**src/rtl/pu_load_pkg.sv**
```systemverilog
package pu_load_pkg;

  typedef enum logic [1:0] {
    SZ_BYTE = 2'd0,
    SZ_HALF = 2'd1,
    SZ_WORD = 2'd2,
    SZ_DBL  = 2'd3
  } acc_size_e;

  typedef enum logic [1:0] {
    ST_IDLE = 2'd0,
    ST_REQ  = 2'd1,
    ST_WAIT = 2'd2
  } lsu_state_e;

  typedef struct packed {
    acc_size_e size;
    logic      algebraic;
  } ld_ctl_t;

  function automatic int unsigned size_bits(acc_size_e s);
    return 8 << s;
  endfunction

endpackage

```
**src/rtl/pu_form_chk.sv**
```systemverilog
module pu_form_chk #(
  parameter int RIDX_W = 5
) (
  input  logic [RIDX_W-1:0] ra,
  input  logic [RIDX_W-1:0] rt,
  output logic              illegal
);
  logic ra_zero;
  logic ra_eq_rt;

  assign ra_zero  = (ra == '0);
  assign ra_eq_rt = (ra == rt);
  assign illegal  = ra_zero || ra_eq_rt;
endmodule

```
**src/rtl/pu_offset_gen.sv**
```systemverilog
module pu_offset_gen
  import pu_load_pkg::*;
#(
  parameter int XLEN  = 64,
  parameter int IMM_W = 16
) (
  input  logic             indexed,
  input  acc_size_e        size,
  input  logic [XLEN-1:0]  base,
  input  logic [XLEN-1:0]  index,
  input  logic [IMM_W-1:0] imm,
  output logic [XLEN-1:0]  new_base
);
  localparam int EXT_W = XLEN - IMM_W;

  function automatic logic [XLEN-1:0] disp_offset(logic [IMM_W-1:0] f, acc_size_e s);
    logic [IMM_W-1:0] eff;
    eff = f;
    if (s == SZ_DBL) eff[1:0] = 2'b00;
    return {{EXT_W{eff[IMM_W-1]}}, eff};
  endfunction

  logic [XLEN-1:0] offset;

  assign offset   = indexed ? index : disp_offset(imm, size);
  assign new_base = base + offset;
endmodule

```
**src/rtl/pu_data_fmt.sv**
```systemverilog
module pu_data_fmt
  import pu_load_pkg::*;
#(
  parameter int XLEN = 64
) (
  input  acc_size_e       size,
  input  logic            algebraic,
  input  logic [XLEN-1:0] raw,
  output logic [XLEN-1:0] result
);
  function automatic logic [XLEN-1:0] lane_mask(acc_size_e s);
    return {XLEN{1'b1}} >> (XLEN - int'(size_bits(s)));
  endfunction

  function automatic logic lane_sign(acc_size_e s, logic [XLEN-1:0] d);
    return d[size_bits(s) - 1];
  endfunction

  logic [XLEN-1:0] mask;
  logic            do_sext;
  logic            sign;

  assign mask    = lane_mask(size);
  assign do_sext = algebraic && ((size == SZ_HALF) || (size == SZ_WORD));
  assign sign    = lane_sign(size, raw);
  assign result  = (raw & mask) | ((do_sext && sign) ? ~mask : '0);
endmodule

```
**src/rtl/pu_load_unit.sv**
```systemverilog
module pu_load_unit
  import pu_load_pkg::*;
#(
  parameter int XLEN   = 64,
  parameter int RIDX_W = 5,
  parameter int IMM_W  = 16
) (
  input  logic              clk,
  input  logic              rst_n,
  input  logic              op_valid,
  output logic              op_ready,
  input  logic [1:0]        op_size,
  input  logic              op_algebraic,
  input  logic              op_indexed,
  input  logic [RIDX_W-1:0] op_rt,
  input  logic [RIDX_W-1:0] op_ra,
  input  logic [XLEN-1:0]   op_base,
  input  logic [XLEN-1:0]   op_index,
  input  logic [IMM_W-1:0]  op_imm,
  output logic              mem_req_valid,
  input  logic              mem_req_ready,
  output logic [XLEN-1:0]   mem_req_addr,
  output logic [1:0]        mem_req_size,
  input  logic              mem_rsp_valid,
  input  logic [XLEN-1:0]   mem_rsp_data,
  output logic              wb_valid,
  output logic [RIDX_W-1:0] wb_rt_idx,
  output logic [XLEN-1:0]   wb_rt_data,
  output logic [RIDX_W-1:0] wb_ra_idx,
  output logic [XLEN-1:0]   wb_ra_data,
  output logic              bad_form
);
  lsu_state_e        st;
  ld_ctl_t           cap_ctl;
  logic [XLEN-1:0]   cap_base;
  logic [XLEN-1:0]   cap_new_base;
  logic [RIDX_W-1:0] cap_rt;
  logic [RIDX_W-1:0] cap_ra;

  // named internal events
  logic            op_fire;
  logic            op_illegal;
  logic            accept_legal;
  logic            accept_bad;
  logic            req_fire;
  logic            rsp_fire;
  logic [XLEN-1:0] upd_base;
  logic [XLEN-1:0] fmt_data;
  acc_size_e       in_size;

  assign in_size      = acc_size_e'(op_size);
  assign op_ready     = (st == ST_IDLE);
  assign op_fire      = op_valid && op_ready;
  assign accept_legal = op_fire && !op_illegal;
  assign accept_bad   = op_fire && op_illegal;
  assign mem_req_valid = (st == ST_REQ);
  assign req_fire     = mem_req_valid && mem_req_ready;
  assign rsp_fire     = (st == ST_WAIT) && mem_rsp_valid;
  assign mem_req_addr = cap_base;
  assign mem_req_size = cap_ctl.size;

  pu_form_chk #(.RIDX_W(RIDX_W)) u_chk (
    .ra      (op_ra),
    .rt      (op_rt),
    .illegal (op_illegal)
  );

  pu_offset_gen #(.XLEN(XLEN), .IMM_W(IMM_W)) u_off (
    .indexed  (op_indexed),
    .size     (in_size),
    .base     (op_base),
    .index    (op_index),
    .imm      (op_imm),
    .new_base (upd_base)
  );

  pu_data_fmt #(.XLEN(XLEN)) u_fmt (
    .size      (cap_ctl.size),
    .algebraic (cap_ctl.algebraic),
    .raw       (mem_rsp_data),
    .result    (fmt_data)
  );

  always_ff @(posedge clk or negedge rst_n) begin
    if (!rst_n) begin
      st <= ST_IDLE;
    end else begin
      case (st)
        ST_IDLE: if (accept_legal) st <= ST_REQ;
        ST_REQ:  if (req_fire)     st <= ST_WAIT;
        ST_WAIT: if (rsp_fire)     st <= ST_IDLE;
        default: st <= ST_IDLE;
      endcase
    end
  end

  always_ff @(posedge clk or negedge rst_n) begin
    if (!rst_n) begin
      cap_ctl      <= '0;
      cap_base     <= '0;
      cap_new_base <= '0;
      cap_rt       <= '0;
      cap_ra       <= '0;
    end else if (accept_legal) begin
      cap_ctl      <= '{size: in_size, algebraic: op_algebraic};
      cap_base     <= op_base;
      cap_new_base <= upd_base;
      cap_rt       <= op_rt;
      cap_ra       <= op_ra;
    end
  end

  always_ff @(posedge clk or negedge rst_n) begin
    if (!rst_n) begin
      wb_valid   <= 1'b0;
      wb_rt_idx  <= '0;
      wb_rt_data <= '0;
      wb_ra_idx  <= '0;
      wb_ra_data <= '0;
      bad_form   <= 1'b0;
    end else begin
      wb_valid <= rsp_fire;
      bad_form <= accept_bad;
      if (rsp_fire) begin
        wb_rt_idx  <= cap_rt;
        wb_rt_data <= fmt_data;
        wb_ra_idx  <= cap_ra;
        wb_ra_data <= cap_new_base;
      end
    end
  end


  req_hold_chk: assert property (@(posedge clk) disable iff (!rst_n)
    mem_req_valid && !mem_req_ready |=> mem_req_valid && $stable(mem_req_addr));


  bad_quiet_chk: assert property (@(posedge clk) disable iff (!rst_n)
    bad_form |-> !wb_valid && !mem_req_valid);


  wb_legal_chk: assert property (@(posedge clk) disable iff (!rst_n)
    wb_valid |-> (wb_ra_idx != '0) && (wb_ra_idx != wb_rt_idx));


  wb_single_chk: assert property (@(posedge clk) disable iff (!rst_n)
    wb_valid |=> !wb_valid);


  one_out_chk: assert property (@(posedge clk) disable iff (!rst_n)
    (mem_req_valid || st == ST_WAIT) |-> !op_ready);


  byte_zero_chk: assert property (@(posedge clk) disable iff (!rst_n)
    wb_valid && cap_ctl.size == SZ_BYTE |-> wb_rt_data[XLEN-1:8] == '0);


  half_sext_chk: assert property (@(posedge clk) disable iff (!rst_n)
    wb_valid && cap_ctl.size == SZ_HALF && cap_ctl.algebraic
      |-> (&wb_rt_data[XLEN-1:15]) || !(|wb_rt_data[XLEN-1:15]));


  wb_after_rsp_chk: assert property (@(posedge clk) disable iff (!rst_n)
    rsp_fire |=> wb_valid);
endmodule

```
**config.mk**
```make
export PLATFORM = sky130hd
export DESIGN_NAME = pu_load_unit
export DESIGN_NICKNAME = d
export VERILOG_FILES = /design/src/rtl/pu_load_pkg.sv /design/src/rtl/pu_form_chk.sv /design/src/rtl/pu_offset_gen.sv /design/src/rtl/pu_data_fmt.sv /design/src/rtl/pu_load_unit.sv
export SDC_FILE = /design/constraint.sdc
export NUM_CORES = 1
export LEC_CHECK = 0
export ABC_AREA = 1
export BUFFER_PORTS_ARGS = -buffer_cell sky130_fd_sc_hd__buf_2
export CAP_MARGIN = 5
export CORE_UTILIZATION = 37
export CTS_CLUSTER_SIZE = 16
export DETAILED_ROUTE_END_ITERATION = 8
export SETUP_SLACK_MARGIN = 0.4
export SYNTH_ARGS = -nofsm -noshare
export SYNTH_HDL_FRONTEND = slang
export SYNTH_SLANG_ARGS = --single-unit
```
**constraint.sdc**
```tcl
create_clock -name clk -period 2.5 [get_ports clk]
set_input_delay 0.75 -clock clk [delete_from_list [all_inputs] [get_ports clk]]
set_output_delay 0.75 -clock clk [all_outputs]
set_load 0.01 [all_outputs]
```
==> results_dict.tcl <==
set metrics [dict create \
    placed_area_um2 22500 \
    power_leakage_nw 14.6 \
    peakVddDrop_mv 0.677 \
    hpwl_mm 51.7 \
    reg2reg_from "mem_req_size[1]" \
    cts.sinks 283 \
    clk_path_buf_depth 3 \
    vias 18400 \
    syn_inst 2589 \
    layout_commonest_cell "nand2_1" \
    io_buffers 434 \
    worstMarginPinSlew_ns 0.499 \
    hold_viol 0 \
    final_cell_mix "927 x nand2_1, 431 x buf_2, 326 x inv_1" \
    layout-drive-gt1-share_pct 41.1 \
    drcViolationCount 0 \
    fp-row-count 79 \
    globalRouteOverflowTotal 0 \
    worstSetupStartpoint "op_indexed" \
    ys_ff_latch 283 \
    crit_fanout 8 \
    fill_cells 4375 \
    cts-buffers-inserted 34 \
    crit_type "input port to flop" \
    antenna_found_initial 4 \
    drv_slew 0 \
    cp-end-kind "flop" \
    root_buffer "clkbuf_16" \
    slew_headroom_pct 66.7 \
    synth-edff-count 0 \
    grt_pass1_wl_mm 100 \
    crit_top_cell "nand2_2" \
    firstDrtPassIters 5 \
    rsz0062_at_grt "yes" \
    grt_util_met1_pct 37.3 \
    area_growth_pct 52.8 \
    hold_class "input port to asynchronous set/reset pin" \
    synth_cell_types 35 \
    clock.fmax_mhz 427 \
    boundaryPins 435 \
    crit_family "simple AND/OR/NAND/NOR gates" \
    ys_seq_area_share_pct 40.8 \
    synth_nets 2886 \
    setup_viol 0 \
    critical_path.slowest_cell "ha_4" \
    slowest_delay_ns 0.31 \
    insertion_delay_ns 0.56 \
    period_needed_ns 2.34 \
    rrSetupSlack_ns 0.47 \
    wl_per_cell_um 17.1 \
    crit_chain "buf_12, buf_12, buf_12, nand2_4, nand2_4, ha_4, nand2_4, nor2_4, inv_2, buf_6, nor2_4, nand2_2, nor3_4, nand2_2, nand3_2, nand2_2, nand3_4, nand2_2" \
    ys.flop_type "dfrtp_1" \
    fin_crit_sh_pct 93.7 \
    synth_area_per_cell_um2 6.71 \
    startpoint_type "input port" \
    die_y_um 219 \
    grt_use_total_pct 27.3 \
    htreeDepth 2 \
    routed_via_density 4.76 \
    cts_tree "done" \
    final_nets 3529 \
    synth_area_um2 17400 \
    critical_path_buf_inv_count 5 \
    clkSlewWorstSetupHoldPaths_ns 0.06 \
    async_reset_ff_share_pct 100 \
    globalplace.congestion 0.935 \
    max_cap_violations 0 \
    wirelength_mm 66.3 \
    grt_max_degree 101 \
    cts_hold_buffers 0 \
    setup-tns-final_ns 0 \
    grt_pass1_vias 17700 \
    postLayoutCellArea_um2 26500 \
    grt.busiest_layer "met2" \
    die_w_um 219 \
    clock_skew_ns 0.0306 \
    grt_use_met3_pct 5.04 \
    core_area_um2 46500 \
    crit_required_ns 2.93 \
    yosys_warnings 0 \
    drt_iter0_drc 1127 \
    pwr_density_cell_nw_per_um2 911 \
    start_util_pct 37.4 \
    ant_nets 0 \
    die_area_um2 47800 \
    status "finished clean" \
    met2_usage_pct 43.9 \
    critPathArrivalTime_ns 2.77 \
]
==> per-layer routing <==
layer	share of wire (%)	wire (um)	vias to the layer above
li1	-	-	9215
met1	45	29900	8602
met2	46	30200	517
met3	6.4	4220	95
met4	2.9	1940	0
met5	0	0	-
==> report_power, final <==
group | switching, W | leakage [nW] | total, W | internal (W)
clock network | 0.00207 | 0.570 | 0.00507 | 0.00300
logic | 0.00658 | 10.6 | 0.0111 | 0.00451
registers | 0.00120 | 3.48 | 0.00803 | 0.00683
==> flip-flops by register name, indices dropped and copies added, names as in the netlist <==
name          cells
mem_req_addr     64
wb_ra_data       64
wb_ra_idx         5
mem_req_size      2
wb_rt_idx         5
cap_ctl           1
wb_valid          1
st                2
cap_ra            5
wb_rt_data       64
bad_form          1
cap_rt            5
cap_new_base     64
==> final cells by class <==
class / count / area [um^2] / area share, %
flip-flops and latches: 283 / 7080 / 26.7
clock buffers: 50 / 1040 / 3.92
multi-input cells: 1843 / 11500 / 43.4
repair buffers: 688 / 4550 / 17.1
diodes: 3 / 7.51 / 0.0283
clock inverters: 12 / 109 / 0.410
inverters: 382 / 1470 / 5.54
well taps: 607 / 759 / 2.86
==> cell families (layout without fill, tap and decap cells) <==
group | count (synthesis) | count (layout) | synth area share, %
xor gates and xnor gates | 30 | 30 | 1.62
DFF | 283 | 283 | 40.8
and+or+nand+nor | 1490 | 1492 | 33.5
AOI/OAI and AO/OA | 251 | 251 | 8.53
adders and majority gates | 70 | 70 | 5.08
other | 0 | 3 | 0
buffers and inverters | 465 | 1132 | 10.5
==> worst register-to-register path, stage by stage (launching register included) <==
cell       delay (ns)
dfrtp_1          0.43
inv_2            0.11
ha_2             0.25
a21oi_1          0.08
o21ai_0          0.09
a21oi_1          0.11
nor3b_2          0.28
buf_4            0.19
nand2_1          0.19
a2bb2oi_1        0.21
==> path summary, 6_finish.rpt <==
check,end,depth (start not counted)
min,wb_rt_idx[2],1
max reg2reg,wb_rt_data[13],9
min reg2reg,mem_req_addr[13],2
max in group asynchronous,mem_req_addr[45],2
max,cap_new_base[55],18
min in group clk,cap_ctl[0],3
==> cell usage after synthesis (2+ instances only) <==
cell type	n	area (um^2)
nand3_1	106	531
dfrtp_1	283	7080
nand4_1	7	43.8
nor3_1	16	80.1
nor2_1	120	450
inv_2	2	7.51
o21a_1	23	173
clkbuf_1	35	131
buf_2	30	150
xnor2_1	18	158
a21oi_1	85	425
o22ai_1	6	37.5
buf_4	9	67.6
and2_1	2	12.5
o21bai_1	2	15.0
buf_1	8	30.0
ha_1	69	863
nand3b_1	7	52.6
nand2_1	1225	4600
nor4_1	2	12.5
inv_1	379	1420
a2bb2oi_1	40	350
o21ai_0	93	465
xor2_1	11	96.3
==> repair_timing <==
action / in CTS / in global routing
cloned: 6 / 2
setup endpoints to repair: 78 / 125
pin swaps: 126 / 131
resized for setup: 375 / 276
setup buffers: 34 / 20
==> metrics by stage <==
| step | std cells | hold slack [ns] | power [W] | setup slack, ns | utilization, % |
|---|---|---|---|---|---|
| after detailed placement | 3741 | 0.454 | 0.0182 | -0.722 | 48.4 |
| after floorplan | 2589 | 0.442 | 0.0136 | -0.0944 | - |
| after CTS | 3843 | 0.0895 | 0.0239 | 0.181 | 54.8 |
| final | 3868 | 0.100 | 0.0242 | 0.157 | 57.1 |
| after global routing | 3866 | 0.107 | 0.0259 | 0.0645 | 57.1 |
| after global placement | 3741 | 0.449 | 0.0180 | -0.680 | 48.4 |
No activity file was read; power rests on OpenSTA's default activity.
